`src/rtl/rva_pkg.sv`:
```
package rva_pkg;

    localparam int CTL_W = 5;
    localparam int IDX_W = 8;

    typedef enum logic [2:0] {
        OP_NONE,
        OP_CNOT,
        OP_CCNOT,
        OP_CSWAP,
        OP_XCHG
    } gate_op_e;

    typedef struct packed {
        gate_op_e         op;
        logic [IDX_W-1:0] c1;
        logic [IDX_W-1:0] c2;
        logic [IDX_W-1:0] t1;
        logic [IDX_W-1:0] t2;
    } gate_t;

    // Line layout: [0] carry-in, [n:1] operand A, [2n:n+1] operand B,
    // [2n+4:2n+1] control bits 1..4.
    function automatic int line_count(int n);
        return 2 * n + CTL_W;
    endfunction

    // Full slices: 8 entries (6 gates + 2 crossings); top slice: 4 gates.
    function automatic int gate_count(int n);
        return 8 * (n - 1) + 4;
    endfunction

    function automatic gate_t mk(gate_op_e op, int c1, int c2, int t1, int t2);
        gate_t g;
        g.op = op;
        g.c1 = IDX_W'(c1);
        g.c2 = IDX_W'(c2);
        g.t1 = IDX_W'(t1);
        g.t2 = IDX_W'(t2);
        return g;
    endfunction

    function automatic gate_t gate_at(int n, int g);
        int    down_n;
        int    s;
        int    k;
        int    u;
        gate_t gt;
        down_n = 4 * (n - 1);
        gt     = mk(OP_NONE, 0, 0, 0, 0);
        if (g < down_n) begin
            s = g / 4;
            k = g % 4;
            case (k)
                0:       gt = mk(OP_CNOT, 2 * n + 3, 0, n + 1 + s, 0);
                1:       gt = mk(OP_CNOT, s + 1, 0, n + 1 + s, 0);
                2:       gt = mk(OP_CSWAP, n + 1 + s, 0, s, s + 1);
                default: gt = mk(OP_XCHG, 0, 0, s, s + 1);
            endcase
        end else if (g < down_n + 4) begin
            k = g - down_n;
            case (k)
                0:       gt = mk(OP_CNOT, 2 * n + 3, 0, 2 * n, 0);
                1:       gt = mk(OP_CNOT, n, 0, 2 * n, 0);
                2:       gt = mk(OP_CCNOT, 2 * n + 1, n - 1, 2 * n, 0);
                default: gt = mk(OP_CNOT, 2 * n + 4, 0, 2 * n, 0);
            endcase
        end else begin
            u = g - down_n - 4;
            s = n - 2 - u / 4;
            k = u % 4;
            case (k)
                0:       gt = mk(OP_XCHG, 0, 0, s, s + 1);
                1:       gt = mk(OP_CSWAP, n + 1 + s, 0, s, s + 1);
                2:       gt = mk(OP_CCNOT, 2 * n + 1, s, n + 1 + s, 0);
                default: gt = mk(OP_CNOT, 2 * n + 2, 0, n + 1 + s, 0);
            endcase
        end
        return gt;
    endfunction

endpackage

```
`src/rtl/rva_gate_stage.sv`:
```
module rva_gate_stage
    import rva_pkg::*;
#(
    parameter int LINES = 13
) (
    input  gate_t            gate_i,
    input  logic [LINES-1:0] lines_i,
    output logic [LINES-1:0] lines_o
);

    logic ctl_a;
    logic ctl_b;
    logic tgt_a;
    logic tgt_b;

    // Fetch operand values by index compare (no wide index selects).
    always_comb begin
        ctl_a = 1'b0;
        ctl_b = 1'b0;
        tgt_a = 1'b0;
        tgt_b = 1'b0;
        for (int i = 0; i < LINES; i++) begin
            if (gate_i.c1 == IDX_W'(i)) ctl_a = lines_i[i];
            if (gate_i.c2 == IDX_W'(i)) ctl_b = lines_i[i];
            if (gate_i.t1 == IDX_W'(i)) tgt_a = lines_i[i];
            if (gate_i.t2 == IDX_W'(i)) tgt_b = lines_i[i];
        end
    end

    always_comb begin
        lines_o = lines_i;
        for (int i = 0; i < LINES; i++) begin
            case (gate_i.op)
                OP_CNOT: begin
                    if (gate_i.t1 == IDX_W'(i)) lines_o[i] = tgt_a ^ ctl_a;
                end
                OP_CCNOT: begin
                    if (gate_i.t1 == IDX_W'(i)) lines_o[i] = tgt_a ^ (ctl_a & ctl_b);
                end
                OP_CSWAP: begin
                    if (ctl_a && gate_i.t1 == IDX_W'(i)) lines_o[i] = tgt_b;
                    if (ctl_a && gate_i.t2 == IDX_W'(i)) lines_o[i] = tgt_a;
                end
                OP_XCHG: begin
                    if (gate_i.t1 == IDX_W'(i)) lines_o[i] = tgt_b;
                    if (gate_i.t2 == IDX_W'(i)) lines_o[i] = tgt_a;
                end
                default: begin
                end
            endcase
        end
    end

endmodule

```
`src/rtl/rva_gate_chain.sv`:
```
module rva_gate_chain
    import rva_pkg::*;
#(
    parameter  int N     = 4,
    localparam int LINES = 2 * N + CTL_W
) (
    input  logic             inv_i,
    input  logic [LINES-1:0] lines_i,
    output logic [LINES-1:0] lines_o
);

    localparam int GATES = gate_count(N);

    logic [LINES-1:0] tap [GATES+1];

    assign tap[0] = lines_i;

    for (genvar j = 0; j < GATES; j++) begin : g_stage
        localparam gate_t FWD_G = gate_at(N, j);
        localparam gate_t REV_G = gate_at(N, GATES - 1 - j);
        gate_t sel_g;
        assign sel_g = inv_i ? REV_G : FWD_G;
        rva_gate_stage #(
            .LINES(LINES)
        ) u_stage (
            .gate_i (sel_g),
            .lines_i(tap[j]),
            .lines_o(tap[j+1])
        );
    end

    assign lines_o = tap[GATES];

endmodule

```
`src/rtl/rva_line_map.sv`:
```
module rva_line_map
    import rva_pkg::*;
#(
    parameter  int N     = 4,
    localparam int DW    = 2 * N,
    localparam int LINES = 2 * N + CTL_W
) (
    input  logic [DW-1:0]    data_i,
    input  logic [CTL_W-1:0] ctl_i,
    output logic [LINES-1:0] lines_o,
    input  logic [LINES-1:0] lines_i,
    output logic [DW-1:0]    data_o,
    output logic [CTL_W-1:0] ctl_o
);

    assign lines_o = {ctl_i[CTL_W-1:1], data_i, ctl_i[0]};
    assign data_o  = lines_i[DW:1];
    assign ctl_o   = {lines_i[LINES-1:DW+1], lines_i[0]};

endmodule

```
`src/rtl/rva_alu.sv`:
```
module rva_alu
    import rva_pkg::*;
#(
    parameter  int N  = 4,
    localparam int DW = 2 * N
) (
    input  logic             clk,
    input  logic             rst_n,
    input  logic             inv_i,
    input  logic [DW-1:0]    data_i,
    input  logic [CTL_W-1:0] ctl_i,
    output logic [DW-1:0]    data_o,
    output logic [CTL_W-1:0] ctl_o
);

    localparam int LINES = 2 * N + CTL_W;

    typedef struct packed {
        logic [DW-1:0]    data;
        logic [CTL_W-1:0] ctl;
    } res_t;

    logic [LINES-1:0] lines_in;
    logic [LINES-1:0] lines_out;
    logic [DW-1:0]    net_data;
    logic [CTL_W-1:0] net_ctl;
    res_t             res_d;
    res_t             res_q;

    rva_line_map #(
        .N(N)
    ) u_map (
        .data_i (data_i),
        .ctl_i  (ctl_i),
        .lines_o(lines_in),
        .lines_i(lines_out),
        .data_o (net_data),
        .ctl_o  (net_ctl)
    );

    rva_gate_chain #(
        .N(N)
    ) u_chain (
        .inv_i  (inv_i),
        .lines_i(lines_in),
        .lines_o(lines_out)
    );

    always_comb begin
        res_d      = res_q;
        res_d.data = net_data;
        res_d.ctl  = net_ctl;
    end

    always_ff @(posedge clk or negedge rst_n) begin
        if (!rst_n) res_q <= '0;
        else        res_q <= res_d;
    end

    assign data_o = res_q.data;
    assign ctl_o  = res_q.ctl;

endmodule

```
`config.mk`:
```
export PLATFORM = sky130hd
export DESIGN_NAME = rva_alu
export DESIGN_NICKNAME = d
export VERILOG_FILES = /design/src/rtl/rva_pkg.sv /design/src/rtl/rva_gate_stage.sv /design/src/rtl/rva_gate_chain.sv /design/src/rtl/rva_line_map.sv /design/src/rtl/rva_alu.sv
export SDC_FILE = /design/constraint.sdc
export NUM_CORES = 1
export LEC_CHECK = 0
export ABC_AREA = 1
export BUFFER_PORTS_ARGS = -buffer_cell sky130_fd_sc_hd__buf_2
export CELL_PAD_IN_SITES_DETAIL_PLACEMENT = 2
export CELL_PAD_IN_SITES_GLOBAL_PLACEMENT = 2
export CORE_ASPECT_RATIO = 1.75
export CORE_UTILIZATION = 30
export CTS_BUF_LIST = sky130_fd_sc_hd__clkbuf_4 sky130_fd_sc_hd__clkbuf_8
export DETAILED_ROUTE_END_ITERATION = 16
export GPL_TIMING_DRIVEN = 1
export PLACE_DENSITY = 0.86
export RECOVER_POWER = 25
export SLEW_MARGIN = 30
export SYNTH_ARGS = -nofsm -noshare
export SYNTH_HDL_FRONTEND = slang
export SYNTH_SLANG_ARGS = --single-unit
```
`constraint.sdc`:
```
create_clock -name clk -period 1.14 [get_ports clk]
set_input_delay 0.285 -clock clk [delete_from_list [all_inputs] [get_ports clk]]
set_output_delay 0.285 -clock clk [all_outputs]
set_load 0.1 [all_outputs]
```
==> impl_metrics.env, run 1 <==
export IMPL_die_y_um=71.6
export IMPL_stop_stage="4_1_cts"
export IMPL_syn_area_per_cell_um2=8.05
export IMPL_syn_inst=103
export IMPL_placementRows=24
export IMPL_start_util_pct=32.5
export IMPL_cts_buffers=3
export IMPL_stop_error="[ERROR DPL-0033] detailed placement checks failed during check placement."
export IMPL_dp_cells=171
export IMPL_tritoncts_num_sinks=13
export IMPL_num_io_pins=29
export IMPL_dpl_hpwl_um=3060
export IMPL_outcome="stopped before the end"
export IMPL_cts_hold_buffers_added=1
export IMPL_cts_resized=43
export IMPL_routabilityCongestion=0.797
export IMPL_yosysSeqAreaShare_pct=39.2
export IMPL_synth_distinct_cells=16
export IMPL_syn_nets=119
export IMPL_portBuffers=28
export IMPL_yosys_warnings=0
export IMPL_synthesis_area_um2=830
export IMPL_place_area_um2=1370
export IMPL_cts_max_level=1
export IMPL_cts_root_buf="clkbuf_8"
export IMPL_ys_seq_elements=13
export IMPL_die_w_um=41.8
export IMPL_post_cts_setup_buffers=2
export IMPL_clock_path_buffers=2
==> logic make-up after synthesis <==
logic type,count (synthesis),share of synthesized area (%)
and+or+nand+nor,56,37.1
DFF,13,39.2
AOI/OAI and AO/OA,5,3.47
xor gates and xnor gates,10,10.6
buffers and inverters,19,9.65
==> synthesized netlist by cell type <==
library cell / number / area (um^2)
a21oi_1: 2 / 10.0
buf_6: 1 / 11.3
clkbuf_1: 4 / 15.0
clkinv_2: 1 / 5.00
dfrtp_1: 13 / 325
inv_1: 12 / 45.0
inv_2: 1 / 3.75
nand2_1: 25 / 93.8
nand2_2: 8 / 50.1
nand2_4: 1 / 11.3
nand3_1: 13 / 65.1
nand3_2: 8 / 80.1
nand3b_1: 1 / 7.51
o22ai_1: 3 / 18.8
xnor2_1: 3 / 26.3
xor2_1: 7 / 61.3
==> per-stage QoR <==
step                      hold slack [ns]  worst slack, ns  utilization, %  TNS, ns
after global placement              0.174            -1.00            53.6    -2.64
after detailed placement            0.194            -1.30            53.6    -3.62
after floorplan                   -0.0106           -0.648               -    -1.37
==> run 2: changes to the inputs <==
--- a/config.mk
+++ b/config.mk
@@ -7,14 +7,11 @@
 export LEC_CHECK = 0
 export ABC_AREA = 1
 export BUFFER_PORTS_ARGS = -buffer_cell sky130_fd_sc_hd__buf_2
-export CELL_PAD_IN_SITES_DETAIL_PLACEMENT = 2
-export CELL_PAD_IN_SITES_GLOBAL_PLACEMENT = 2
-export CORE_ASPECT_RATIO = 1.75
-export CORE_UTILIZATION = 30
-export CTS_BUF_LIST = sky130_fd_sc_hd__clkbuf_4 sky130_fd_sc_hd__clkbuf_8
+export CORE_AREA = 2 2 63 65
 export DETAILED_ROUTE_END_ITERATION = 16
+export DIE_AREA = 0 0 65 67
 export GPL_TIMING_DRIVEN = 1
-export PLACE_DENSITY = 0.86
+export PLACE_DENSITY_LB_ADDON = 0.15
 export RECOVER_POWER = 25
 export SLEW_MARGIN = 30
 export SYNTH_ARGS = -nofsm -noshare
==> run 2 against run 1 <==
The flow now finishes, with violations (negative setup slack). Synthesized area stayed put. Synthesized cell count stayed put.
==> impl_metrics.env, run 2 <==
export IMPL_crit_path_end_kind="flip-flop"
export IMPL_pre_cts_ws_ns=-1.07
export IMPL_gr_total_overflow=0
export IMPL_portBuffers=28
export IMPL_final_layout_size_suffix_gt1_share_pct=65.4
export IMPL_synth_most_common_cell="nand2_1"
export IMPL_routedWlPerCell_um=10.6
export IMPL_grt_pass1_vias=872
export IMPL_rsz0062_at_grt="true"
export IMPL_min_to="data_o[1]$_DFF_PN0_"
export IMPL_avgViaCountPerCell=4.13
export IMPL_tritoncts_num_sinks=13
export IMPL_crit_required_ns=1.28
export IMPL_outcome="finished with violations"
export IMPL_setup_ws_ns=-0.590
export IMPL_yosysTopAreaCell="dfrtp_1"
export IMPL_yosys_top_cells_area="dfrtp_1 39%, nand2_1 11%, nand3_2 9.7%, nand3_1 7.8%, xor2_1 7.4%"
export IMPL_start_util_pct=23.0
export IMPL_final_cell_mix="22 x buf_4, 19 x nand2_1, 16 x nand3_2, 14 x buf_12"
export IMPL_timing_final_max_slew_violations=0
export IMPL_comb_power_share_pct=55.1
export IMPL_p_switching_mw=0.960
export IMPL_finalCriticalPeriod_ns=1.73
export IMPL_largest_reg_flops=8
export IMPL_die_w_um=65
export IMPL_min_path_type="input pin to flip-flop"
export IMPL_async_flop_share_pct=100
export IMPL_p_seq_share_pct=26.3
export IMPL_totalWireLength_um=2130
export IMPL_yosys_warnings=0
export IMPL_path_max_fanout=4
export IMPL_layout_commonest_cell="buf_4"
export IMPL_vdd_drop_max_v=0.000334
export IMPL_coreArea_um2=3610
export IMPL_timing_critical_path_from="inv_i"
export IMPL_violations="negative setup slack"
export IMPL_cts_tree="built"
export IMPL_drc=0
export IMPL_grt_pass1_wl_um=3660
export IMPL_cts_max_level=1
export IMPL_place_area_um2=1390
export IMPL_antenna_found_initial=0
export IMPL_p_sw_share_pct=43.4
export IMPL_holdPathStages=1
export IMPL_worstSetupPathType="input pin to flip-flop"
export IMPL_power_density_nw_per_um2=1370
export IMPL_clockPowerShare_pct=18.6
export IMPL_dpl_hpwl_um=1680
export IMPL_ys_seq_elements=13
export IMPL_vias=831
export IMPL_synthesis_area_um2=830
export IMPL_synthFlopType="dfrtp_1"
export IMPL_syn_area_per_cell_um2=8.05
export IMPL_worstMarginPinSlew_ns=0.302
export IMPL_holdCritStartpoint="data_i[1]"
export IMPL_synth_distinct_cells=16
export IMPL_relSlewSlack_pct=79.8
export IMPL_antennaDiodeCount=0
export IMPL_drt_iter0_drc=24
export IMPL_synth_top_area_share_pct=39.2
export IMPL_die_y_um=67
export IMPL_hold_violations=0
export IMPL_yosysSeqAreaShare_pct=39.2
export IMPL_drv_cap=0
export IMPL_syn_nets=119
export IMPL_routabilityCongestion=0.739
export IMPL_fin_area_um2=1610
export IMPL_drt_first_pass_iters=4
export IMPL_num_io_pins=29
export IMPL_cts_root_buf="clkbuf_8"
export IMPL_placementRows=22
export IMPL_setup_violations_final=3
export IMPL_finalCritPeriodShare_pct=152
export IMPL_crit_path_start_kind="input pin"
export IMPL_nNetsFinal=170
export IMPL_grt_max_degree=14
export IMPL_syn_inst=103
export IMPL_clock_path_buffers=2
export IMPL_layout_area_overhead_vs_synth_pct=94.0
export IMPL_track_usage_pct=11.3
export IMPL_max_freq_ghz=0.578
export IMPL_cp_arrival_ns=1.87
export IMPL_leakagePower_nw=0.786
export IMPL_ant_nets=0
export IMPL_die_area_um2=4360
export IMPL_synth_edf_count=0
export IMPL_cts_buffers=3
export IMPL_synth_common_cells="25 x nand2_1, 13 x dfrtp_1, 13 x nand3_1"
export IMPL_intPower_mw=1.25
export IMPL_path_clk_slew_ns=0.05
export IMPL_fillers=357
==> run 2: metal layers <==
metal  GRT usage [%]  wire, um  up-vias
li1                -         -      426
met1            12.5       817      383
met2            20.6      1170       17
met3            1.18        79        5
met4            7.18        58        0
met5               0         0        -
==> run 2: stage by stage <==
| stage | std cells | TNS, ns | hold slack [ns] | utilization, % | total power [mW] |
|---|---|---|---|---|---|
| 2_1_floorplan | 103 | -1.37 | -0.0106 | - | 1.27 |
| 3_3_place_gp | 192 | -2.69 | 0.197 | 38.5 | 1.71 |
| 3_5_place_dp | 192 | -2.85 | 0.195 | 38.5 | 1.72 |
| 4_1_cts | 198 | -1.34 | 0.173 | 43.0 | 2.20 |
| 5_1_grt | 201 | -1.71 | 0.170 | 44.6 | 2.32 |
| 6_report | 201 | -1.34 | 0.172 | 44.6 | 2.21 |
==> run 2: worst max-delay path, cell delays in order <==
cell and delay [ns]:
buf_12 0.12, inv_12 0.06, nand2_4 0.04, nand2_4 0.08
clkinv_4 0.06, nand3_2 0.07, nand3_2 0.10, nand3_4 0.11
nand3_2 0.08, nand3_2 0.11, nand3_2 0.11, nand2_2 0.09
nand2_2 0.06, nand3_2 0.06, nand3_1 0.07, nand2_1 0.07
inv_1 0.05, nand2_2 0.06, nand2_1 0.05, nand2_1 0.05
nand2_1 0.04
==> run 2: worst max-delay path by stage <==
stage	end	slack [ns]	depth (start not counted)
after detailed placement	data_o[7]$_DFF_PN0_	-1.07	20
final	data_o[7]$_DFF_PN0_	-0.59	21
after floorplan	data_o[7]$_DFF_PN0_	-0.65	22
after CTS	data_o[7]$_DFF_PN0_	-0.60	21
after global routing	data_o[7]$_DFF_PN0_	-0.75	21
after global placement	data_o[7]$_DFF_PN0_	-1.01	20
==> run 2: power groups by stage <==
| stage | clock [mW] | combinational [mW] | sequential (mW) |
|---|---|---|---|
| global placement | 0 | 1.12 | 0.590 |
| detailed placement | 0 | 1.13 | 0.593 |
| finish | 0.412 | 1.22 | 0.582 |
| CTS | 0.429 | 1.18 | 0.584 |
| floorplan | 0 | 0.264 | 1.01 |
| global route | 0.451 | 1.28 | 0.588 |
==> run 2: area by class of cell <==
class                      instances  area (um^2)  share of cell area (%)
sequential                        13          340                    21.2
clock buffer                       4         45.0                    2.80
tap                               48         60.1                    3.73
multi-input combinational         71          567                    35.2
inverter                          14         70.1                    4.35
timing repair buffer              51          527                    32.7
==> run 2: cell families after synthesis <==
kind of cell / share of synthesized area [%]
and+or+nand+nor: 37.1
xor gates and xnor gates: 10.6
buffers and inverters: 9.65
DFF: 39.2
AOI/OAI and AO/OA: 3.47
==> run 2: what timing repair did <==
action,CTS,global route
pin swaps,9,6
resized for setup,20,8
setup endpoints to repair,3,4
endpoints found under the hold margin,13,0
buffers inserted,1,3
hold buffers,1,0
Power figures use the tool's default switching activity.
==> run 3: changes to the inputs <==
--- a/config.mk
+++ b/config.mk
@@ -13,6 +13,7 @@
 export GPL_TIMING_DRIVEN = 1
 export PLACE_DENSITY_LB_ADDON = 0.15
 export RECOVER_POWER = 25
+export SKIP_CTS_REPAIR_TIMING = 1
 export SLEW_MARGIN = 30
 export SYNTH_ARGS = -nofsm -noshare
 export SYNTH_HDL_FRONTEND = slang
==> run 3 against run 2 <==
The flow still finishes with violations (negative setup slack). Total power down 1.3%. Combinational power about the same. Wire length down 0.52%. Global-route usage decreased by 0.47 points. Final area is 2.6% lower. Final cell count down 1.5%. Worst setup slack lost 0.030 ns. Hold slack improved by 0.00073 ns. Non-clock buffer count decreased by 3. Critical path depth is the same. Sequential share of layout area grew 0.56 points.
==> impl_metrics.env, run 3 (synthesis results as in run 2) <==
export IMPL_p_sw_share_pct=43.7
export IMPL_ant_nets=0
export IMPL_cp_arrival_ns=1.90
export IMPL_finalCritPeriodShare_pct=154
export IMPL_num_io_pins=29
export IMPL_drt_first_pass_iters=4
export IMPL_final_cells=198
export IMPL_grt_pass1_wl_um=3530
export IMPL_wl_met1_um=794
export IMPL_multi_input_area_um2=557
export IMPL_drc=0
export IMPL_antenna_found_initial=0
export IMPL_portBuffers=28
export IMPL_dp_cells=192
export IMPL_nNetsFinal=167
export IMPL_largest_reg_flops=8
export IMPL_fin_util_pct=43.5
export IMPL_top_layer="met4"
export IMPL_min_path_type="input pin to flip-flop"
export IMPL_relSlewSlack_pct=80.0
export IMPL_gr_total_overflow=0
export IMPL_timing_final_max_slew_violations=0
export IMPL_antennaDiodeCount=0
export IMPL_p_seq_share_pct=26.7
export IMPL_layout_commonest_cell="nand2_1"
export IMPL_totalWireLength_um=2110
export IMPL_intPower_mw=1.23
export IMPL_vias=831
export IMPL_p_total_mw=2.18
export IMPL_start_util_pct=23.0
export IMPL_worstSetupPathType="input pin to flip-flop"
export IMPL_p_switching_mw=0.954
export IMPL_drt_iter0_drc=20
export IMPL_cts_root_buf="clkbuf_8"
export IMPL_ff_latch_area_um2=340
export IMPL_crit_path_start_kind="input pin"
export IMPL_coreArea_um2=3610
export IMPL_tritoncts_num_sinks=13
export IMPL_drv_cap=0
export IMPL_rsz0062_at_grt="true"
export IMPL_path_clk_slew_ns=0.05
export IMPL_crit_required_ns=1.28
export IMPL_max_freq_ghz=0.568
export IMPL_routabilityCongestion=0.739
export IMPL_routedWlPerCell_um=10.7
export IMPL_worstMarginPinSlew_ns=0.300
export IMPL_routed_wl_met2_um=1170
export IMPL_die_area_um2=4360
export IMPL_dr_wl_met3_um=88
export IMPL_finalCriticalPeriod_ns=1.76
export IMPL_power_density_nw_per_um2=1390
export IMPL_track_usage_pct=10.9
export IMPL_setup_violations_final=3
export IMPL_violations="negative setup slack"
export IMPL_fillers=360
export IMPL_placementRows=22
export IMPL_crit_path_end_kind="flip-flop"
export IMPL_cts_tree="built"
export IMPL_outcome="finished with violations"
export IMPL_grt_max_degree=14
export IMPL_cts_buffers=3
export IMPL_leakagePower_nw=0.773
export IMPL_timing_critical_path_from="ctl_i[3]"
export IMPL_die_y_um=67
export IMPL_fin_area_um2=1570
export IMPL_setup_ws_ns=-0.620
export IMPL_path_max_fanout=4
export IMPL_dpl_hpwl_um=1680
export IMPL_grt_pass1_vias=841
export IMPL_avgViaCountPerCell=4.20
export IMPL_die_w_um=65
export IMPL_clockPowerShare_pct=18.9
export IMPL_cts_max_level=1
export IMPL_place_area_um2=1390
export IMPL_endpoint="data_o[7]$_DFF_PN0_"
export IMPL_final_cell_mix="20 x nand2_1, 19 x buf_4, 16 x nand3_2, 13 x buf_12"
export IMPL_final_layout_size_suffix_gt1_share_pct=64.7
export IMPL_comb_power_share_pct=54.4
export IMPL_vdd_drop_max_v=0.000330
export IMPL_hold_violations=0
export IMPL_pre_cts_ws_ns=-1.07
export IMPL_layout_area_overhead_vs_synth_pct=89.0
export IMPL_clock_path_buffers=2
[run 3: cell types whose count changed in the layout (fill, tap and decap cells not counted), sizes merged]
| cell | previous run | this run |
|---|---|---|
| buf | 48 | 45 |
[run 3: power groups by stage]
stage          Sequential (mW)  Clock, mW  Combinational, mW
2_1_floorplan             1.01          0              0.264
3_3_place_gp             0.590          0               1.12
3_5_place_dp             0.593          0               1.13
4_1_cts                  0.584      0.429               1.13
5_1_grt                  0.588      0.451               1.25
6_report                 0.582      0.412               1.19
[run 3: through the flow]
step                      hold WS [ns]  TNS (ns)
final                            0.173     -1.34
after global routing             0.170     -1.79
after CTS                      -0.0698     -1.88
after detailed placement         0.195     -2.85
after global placement           0.197     -2.69
after floorplan                -0.0106     -1.37
[run 3: worst min-delay path by stage]
stage                          endpoint  slack (ns)  startpoint  cells after the start
global route        data_o[2]$_DFF_PN0_        0.17   data_i[2]                      1
CTS                  ctl_o[2]$_DFF_PN0_       -0.07       rst_n                      1
global placement    data_o[7]$_DFF_PN0_        0.20       rst_n                      1
floorplan            ctl_o[0]$_DFF_PN0_       -0.01       rst_n                      0
detailed placement   ctl_o[2]$_DFF_PN0_        0.19       rst_n                      1
finish              data_o[1]$_DFF_PN0_        0.17   data_i[1]                      1
[run 3: area by class of cell]
| type | instances | area share (%) |
|---|---|---|
| multi-input combinational | 71 | 35.5 |
| timing repair buffer | 48 | 31.6 |
| sequential | 13 | 21.7 |
| inverter | 14 | 4.47 |
| tap | 48 | 3.83 |
| clock buffer | 4 | 2.87 |
[run 3: layer usage]
metal	vias up	track usage, %
met5	-	0
met4	0	7.18
met3	5	1.35
met2	19	19.2
met1	388	12.2
li1	419	-
[run 3: critical path, stage by stage]
cell	delay, ns
buf_2	0.14
nand2_8	0.11
nand2_8	0.07
nand2_4	0.07
nand3_2	0.08
nand3_2	0.11
nand3_4	0.08
nand2_2	0.09
nand2_2	0.06
nand3_2	0.08
nand3_2	0.10
nand2_2	0.09
nand2_2	0.07
nand3_2	0.06
nand3_1	0.07
nand2_1	0.07
inv_1	0.05
nand2_2	0.06
nand2_1	0.05
nand2_1	0.05
nand2_1	0.04
